## config.mk

```make
export PLATFORM = sky130hd
export DESIGN_NAME = xcfg_store
export DESIGN_NICKNAME = d
export VERILOG_FILES = /design/src/rtl/xcfg_pkg.sv /design/src/rtl/xcfg_strobe_sync.sv /design/src/rtl/xcfg_stage_file.sv /design/src/rtl/xcfg_active_bank.sv /design/src/rtl/xcfg_store.sv
export SDC_FILE = /design/constraint.sdc
export NUM_CORES = 1
export LEC_CHECK = 0
export ABC_AREA = 1
export BUFFER_PORTS_ARGS = -buffer_cell sky130_fd_sc_hd__buf_2
export CORE_ASPECT_RATIO = 2
export CORE_MARGIN = 1
export CORE_UTILIZATION = 62
export CTS_CLUSTER_DIAMETER = 200
export DETAILED_ROUTE_END_ITERATION = 8
export PLACE_DENSITY = 0.85
export RECOVER_POWER = 25
export SYNTH_ARGS = -nofsm -noshare
export SYNTH_HDL_FRONTEND = slang
export SYNTH_SLANG_ARGS = --single-unit
```

## constraint.sdc

```tcl
create_clock -name cfg_clk -period 2.45 [get_ports cfg_clk]
set_input_delay 0.245 -clock cfg_clk [delete_from_list [all_inputs] [get_ports cfg_clk]]
set_output_delay 0.245 -clock cfg_clk [all_outputs]
set_load 0.01 [all_outputs]
```

## src/rtl/xcfg_pkg.sv

```systemverilog
package xcfg_pkg;
    localparam int NUM_OUT_DEF     = 32;
    localparam int SEL_W_DEF       = 6;
    localparam int SYNC_STAGES_DEF = 2;
endpackage

```

## src/rtl/xcfg_strobe_sync.sv

```systemverilog
module xcfg_strobe_sync #(
    parameter int STAGES = 2
) (
    input  logic cfg_clk,
    input  logic rst_n,
    input  logic strobe_i,
    output logic pulse_o
);
    typedef struct packed {
        logic [STAGES-1:0] chain;
        logic              last;
    } sync_t;

    sync_t s_d, s_q;

    always_comb begin
        s_d       = s_q;
        s_d.chain = {s_q.chain[STAGES-2:0], strobe_i};
        s_d.last  = s_q.chain[STAGES-1];
    end

    always_ff @(posedge cfg_clk or negedge rst_n) begin
        if (!rst_n) s_q <= '0;
        else        s_q <= s_d;
    end

    assign pulse_o = s_q.chain[STAGES-1] & ~s_q.last;
endmodule

```

## src/rtl/xcfg_stage_file.sv

```systemverilog
module xcfg_stage_file #(
    parameter int NUM_OUT = 32,
    parameter int SEL_W   = 6,
    parameter int ADDR_W  = 5
) (
    input  logic                            cfg_clk,
    input  logic                            rst_n,
    input  logic                            wr_en_i,
    input  logic [ADDR_W-1:0]               wr_addr_i,
    input  logic [SEL_W-1:0]                wr_sel_i,
    output logic [NUM_OUT-1:0][SEL_W-1:0]   stage_o
);
    typedef struct packed {
        logic [NUM_OUT-1:0][SEL_W-1:0] ent;
    } stage_t;

    stage_t st_d, st_q;

    always_comb begin
        st_d = st_q;
        for (int i = 0; i < NUM_OUT; i++) begin
            if (wr_en_i && (wr_addr_i == ADDR_W'(i))) begin
                st_d.ent[i] = wr_sel_i;
            end
        end
    end

    always_ff @(posedge cfg_clk or negedge rst_n) begin
        if (!rst_n) st_q <= '0;
        else        st_q <= st_d;
    end

    assign stage_o = st_q.ent;
endmodule

```

## src/rtl/xcfg_active_bank.sv

```systemverilog
module xcfg_active_bank #(
    parameter int NUM_OUT = 32,
    parameter int SEL_W   = 6
) (
    input  logic                            cfg_clk,
    input  logic                            rst_n,
    input  logic                            load_i,
    input  logic [NUM_OUT-1:0][SEL_W-1:0]   stage_i,
    output logic [NUM_OUT-1:0][SEL_W-1:0]   active_o
);
    typedef struct packed {
        logic [NUM_OUT-1:0][SEL_W-1:0] ent;
    } bank_t;

    bank_t bk_d, bk_q;

    always_comb begin
        bk_d = bk_q;
        if (load_i) begin
            bk_d.ent = stage_i;
        end
    end

    always_ff @(posedge cfg_clk or negedge rst_n) begin
        if (!rst_n) bk_q <= '0;
        else        bk_q <= bk_d;
    end

    assign active_o = bk_q.ent;
endmodule

```

## src/rtl/xcfg_store.sv

```systemverilog
module xcfg_store #(
    parameter int  NUM_OUT     = xcfg_pkg::NUM_OUT_DEF,
    parameter int  SEL_W       = xcfg_pkg::SEL_W_DEF,
    parameter int  SYNC_STAGES = xcfg_pkg::SYNC_STAGES_DEF,
    localparam int ADDR_W      = (NUM_OUT > 1) ? $clog2(NUM_OUT) : 1
) (
    input  logic                            cfg_clk,
    input  logic                            rst_n,
    input  logic [ADDR_W-1:0]               out_addr_i,
    input  logic                            out_addr_en_i,
    input  logic [SEL_W-1:0]                in_sel_i,
    input  logic                            xfer_strobe_i,
    output logic [NUM_OUT-1:0][SEL_W-1:0]   route_sel_o
);
    logic                          xfer_pulse;
    logic [NUM_OUT-1:0][SEL_W-1:0] stage_q;

    xcfg_strobe_sync #(.STAGES(SYNC_STAGES)) u_sync (
        .cfg_clk  (cfg_clk),
        .rst_n    (rst_n),
        .strobe_i (xfer_strobe_i),
        .pulse_o  (xfer_pulse)
    );

    xcfg_stage_file #(.NUM_OUT(NUM_OUT), .SEL_W(SEL_W), .ADDR_W(ADDR_W)) u_stage (
        .cfg_clk   (cfg_clk),
        .rst_n     (rst_n),
        .wr_en_i   (out_addr_en_i),
        .wr_addr_i (out_addr_i),
        .wr_sel_i  (in_sel_i),
        .stage_o   (stage_q)
    );

    xcfg_active_bank #(.NUM_OUT(NUM_OUT), .SEL_W(SEL_W)) u_active (
        .cfg_clk  (cfg_clk),
        .rst_n    (rst_n),
        .load_i   (xfer_pulse),
        .stage_i  (stage_q),
        .active_o (route_sel_o)
    );
endmodule

```

# Word-level counts from Yosys, hierarchy flattened
# Index checks and enable logic that the tools add are counted.
[word_totals] reg_bits=387 latchBits=0 mem_bits_rw=0 mem_bits_ro=0 input_bits=15 out_inout_bits=192 wordCells=132 memories=0
[op_classes] add_sub_neg=0 n_mul=0 div_mod_pow=0 order_cmp=0 eq_ne=31 n_shift=0 mux=0 n_bitwise=2 n_reduce_logical=33
[op_table] op="5-bit equality test (second input constant)" n=16
[op_table] op="5-bit by 4-bit equality test with 1-bit output (second input constant)" n=8
[op_table] op="1-bit logical AND" n=32
[op_table] op="5-bit by 3-bit equality test with 1-bit output (second input constant)" n=4
[op_table] op="5-bit by 2-bit equality test with 1-bit output (second input constant)" n=2
[op_table] op="5-bit by 1-bit equality test with 1-bit output (second input constant)" n=1
[op_table] op="5-bit logical NOT" n=1
[op_table] op="1-bit AND" n=1
[op_table] op="1-bit inverter" n=1

# Longest topological paths before layout
[logic_depth] word_depth=2 ltp_mapped=6 mapped_depth_nobuf=5

# Modules after synthesis
# From an unflattened synthesis, not the netlist that was laid out.
[unflattened] cells_unflattened=1715 hier_area_um2=15025.7
[by_module_without_submodules] module="xcfg_stage_file" instances=1 cells_each=899 area_each_um2=7762.4 seq_area_each_um2=4804.6
[by_module_without_submodules] module="xcfg_active_bank" instances=1 cells_each=811 area_each_um2=7178.1 seq_area_each_um2=4804.6
[by_module_without_submodules] module="xcfg_strobe_sync" instances=1 cells_each=5 area_each_um2=85.1 seq_area_each_um2=75.1

# Least setup slack after synthesis
# OpenSTA, ideal clock, no wires.
[synth_timing] path_kind="reg-to-reg" from="register u_sync.s_q, in the netlist u_sync.s_d[0]" to="register u_active.bk_q, in the netlist u_active.active_o[100]" setup_time_ns=0.066 arrival_time_ns=1.020 required_time_ns=2.384 slack_ns=1.364 stages_incl_launch_ff=6 path_buffers=2 synth_period_minus_slack_ns=1.086 cell_sequence="dfrtp_1 nand2_1 clkbuf_1 buf_2 nand2_1 nand2_1"
[synth_between] elab_chain_len=1
[synth_rtl] element="start, declared" line_no="xcfg_strobe_sync.sv:14" rtl="sync_t s_d, s_q;"
[synth_rtl] element="start signal, assigned" line_no="xcfg_strobe_sync.sv:23" rtl="if (!rst_n) s_q <= '0;"
[synth_rtl] element="start signal, assigned" line_no="xcfg_strobe_sync.sv:24" rtl="else s_q <= s_d;"
[synth_rtl] element="1-bit AND" line_no="xcfg_strobe_sync.sv:27" rtl="assign pulse_o = s_q.chain[STAGES-1] & ~s_q.last;"
[synth_rtl] element="end signal, assigned" line_no="xcfg_active_bank.sv:26" rtl="else bk_q <= bk_d;"
[synth_rtl] element="end, declared" line_no="xcfg_active_bank.sv:15" rtl="bank_t bk_d, bk_q;"
# Every way passes these cells.
# A chain may end at the register's enable or synchronous reset.

==> metrics.yaml <==
run_status: "complete, but fails checks"
violations: "max-capacitance violations, max-slew violations"
critical_path_at_ps: 2670
area_growth_pct: 15.60
fillers: 1785
hpwlAfterDp_mm: 25.43
chipHeight_um: 224.3
wirelength_mm: 40.96
via_per_inst: 5.892
synth-seq-cells: 387
cts-root-to-sink-buffers: 3
setup_tns_ps: 0
static-leakage-power_nw: 10.11
cts-htree-levels: 1
worstReg2RegEnd: "u_active.active_o[91]"
min-delay-start: "out_addr_i[4]"
power-per-cell-area_nw_per_um2: 944.9
timing.critical_path.mode_cell: "sky130_fd_sc_hd__clkbuf_2"
hold_path_class: "input port to register"
max_freq_mhz: 504.8
dominant_delay_contributor_by_cell_family_on_the_critical_path: "buffers and inverters"
vdd_ir_drop_max_uv: 650.0
synth_warn: 0
grt_pass1_vias: 13120
timing.reg2reg.setup_slack_ps: 570
worst_clock_skew_ps: 9.954
mapped_cells: 1735
synth_area_um2: 15320
synth_fp_nets: 1750
final_max_slew_viol_count: 60
syn_avg_cell_area_um2: 8.832
overflow: 0
critical_path.cell_chain: "dlygate4sd3_1 > clkbuf_2 > clkbuf_2"
worst_path_max_delay_cell: "sky130_fd_sc_hd__clkbuf_2"
num_rows: 81
ff_latch_area_um2: 9688
timing.setup.critical_path_class: "input port to async pin"
period_minus_slack_ps: 1981
groute.usage.overall: 0.3366
post_drt_antenna_nets: 0
relSlewSlack: -0.2146
final_net_count: 1903
dr_wl_met2_mm: 20.99
tritoncts_num_sinks: 387
drt_drc_violations_left: 0
hold_violations: 0
detailroute.wirelength.met3_mm: 2.707
cts_root_buf: "sky130_fd_sc_hd__clkbuf_16"
layout.core_utilization: 0.7283
endpoint_kind: "async pin"
tritoncts: "done"
fin_cells: 2203
cts_setup_buffers: 0
worstSkewPairLatency_ps: 580
cts.reportedPaths.clkPinSlew_ps: 70
route.vias.total: 12980
globalplace.congestion: 0.8747
setup_viol_count_final: 0
detail_route.wl_per_cell_um: 18.59
routed.top_layer: "met5"
timing.hold.worst_endpoint: "u_stage.stage_o[53]"
place_inst: 2143
largest_net_degree_at_the_start_of_global_routing: 194
number_of_placed_i_o_pins: 207
number_of_buffers_and_inverters_on_the_critical_path: 3
die_width_um: 113.2
crit_required_ps: 3140
antenna_found_initial: 1
drt-pass1-iter-count: 7
antenna_cells: 0
timing.critical_path.fanout_max: 63
critical-path-max-stage-delay_ps: 1270
measured_slew_at_the_worst_slew_check_pin_ps: 1822
grt_setup_unrepaired: "no"
post-route-period-util: 0.8086
design.die.area_um2: 25390
cp_launch_type: "input port"
buffer_ports.inserted: 206
synth_cell_types: 10
worst_hold_depth: 4
critical_path.reg2reg.startpoint: "u_sync.s_q[0]"
cts_buffers: 31
multi_input_comb_area_um2: 5105
cap_violations: 1
final.hold.worst_slack_ps: 165.5
cell_count_of_the_worst_reg_to_reg_path: 5
post_route_cells_drive_above_1_share: 0.1558
route.layer.met1.wl_mm: 14.84
seq_area_frac_synth: 0.6320
wire_length_of_the_first_global_routing_pass_mm: 66.59
detail_route.iter0.violations: 1296
initial_core_util: 0.6300
core_region_area_um2: 24320
==> sequential cells by signal, indices dropped and copies added (netlist names) <==
register / flops
u_stage.stage_o: 192
u_sync.s_d: 2
u_sync.s_q: 1
u_active.active_o: 192
==> synthesized netlist by cell type <==
cell type / instances / area share
sky130_fd_sc_hd__nor2_2: 6 / 0.0024
sky130_fd_sc_hd__clkbuf_1: 54 / 0.013
sky130_fd_sc_hd__inv_2: 1 / 0.00024
sky130_fd_sc_hd__dfrtp_1: 387 / 0.63
sky130_fd_sc_hd__inv_1: 9 / 0.0022
sky130_fd_sc_hd__nor2_1: 18 / 0.0044
sky130_fd_sc_hd__buf_1: 15 / 0.0037
sky130_fd_sc_hd__nand2_1: 794 / 0.19
sky130_fd_sc_hd__nand3_1: 402 / 0.13
sky130_fd_sc_hd__buf_2: 49 / 0.016
==> worst max path at each step <==
stage | depth (start not counted) | endpoint | from
CTS | 5 | u_active.active_o[70] | u_sync.s_q[0]
floorplan | 5 | u_active.active_o[100] | u_sync.s_d[0]
detailed placement | 5 | u_active.active_o[70] | u_sync.s_q[0]
finish | 3 | u_sync.s_d[0] | rst_n
global route | 3 | u_sync.s_d[0] | rst_n
global placement | 6 | u_stage.stage_o[51] | out_addr_en_i
==> per-layer routing <==
metal	GRT usage	vias up
met5	0	-
met3	0.04312	160
li1	-	5866
met2	0.5622	610
met4	0.2110	2
met1	0.4152	6341
==> placed cells by master, fill, tap and decap left out, drive strengths merged <==
cell | netlist | layout
clkbuf | 54 | 43
clkinvlp | 0 | 4
nand3 | 402 | 402
inv | 10 | 12
clkinv | 0 | 4
dlygate4sd3 | 0 | 2
bufinv | 0 | 8
nor2 | 24 | 24
nand2 | 794 | 794
buf | 64 | 233
dfrtp | 387 | 387
==> kinds of logic after synthesis <==
kind of cell,synth area share
AND/OR/NAND/NOR,0.3327
buffers and inverters,0.03535
flip-flops,0.6320
==> power by group <==
group,switching (mW),leakage (nW),internal [mW],total (mW)
Sequential,0.801,5.05,7.59,8.39
Clock,2.34,0.567,3.36,5.70
Combinational,1.67,4.50,0.973,2.65
==> final cells by class <==
class | count | area share
clock buffers | 40 | 0.04909
inverters | 10 | 0.002401
flip-flops and latches | 387 | 0.5469
multi-input cells | 1220 | 0.2882
clock inverters | 18 | 0.01759
well taps | 290 | 0.02048
repair buffers | 238 | 0.07536
==> per-stage QoR <==
| step | total power [mW] | cell area [µm²] | setup slack [ps] |
|---|---|---|---|
| 2_1_floorplan | 9.750 | 15320 | 1364 |
| 3_3_place_gp | 10.94 | 16530 | 684.8 |
| 3_5_place_dp | 11.08 | 16530 | 610.7 |
| 4_1_cts | 16.75 | 17730 | 607.2 |
| 5_1_grt | 17.46 | 17710 | 205.4 |
| 6_report | 16.74 | 17710 | 468.9 |
==> timing repair <==
item | 4_1_cts | 5_1_grt
endpoints found under the hold margin | 57 | 0
hold buffers | 2 | 0
gates resized for setup | 0 | 0
==> tightest hold or removal path, stage by stage <==
cell                      delay (ps)
sky130_fd_sc_hd__buf_2           140
sky130_fd_sc_hd__nor2_4          150
sky130_fd_sc_hd__nand3_1         120
sky130_fd_sc_hd__nand2_1          50
Note: power is estimated with default switching activity, not from simulation.
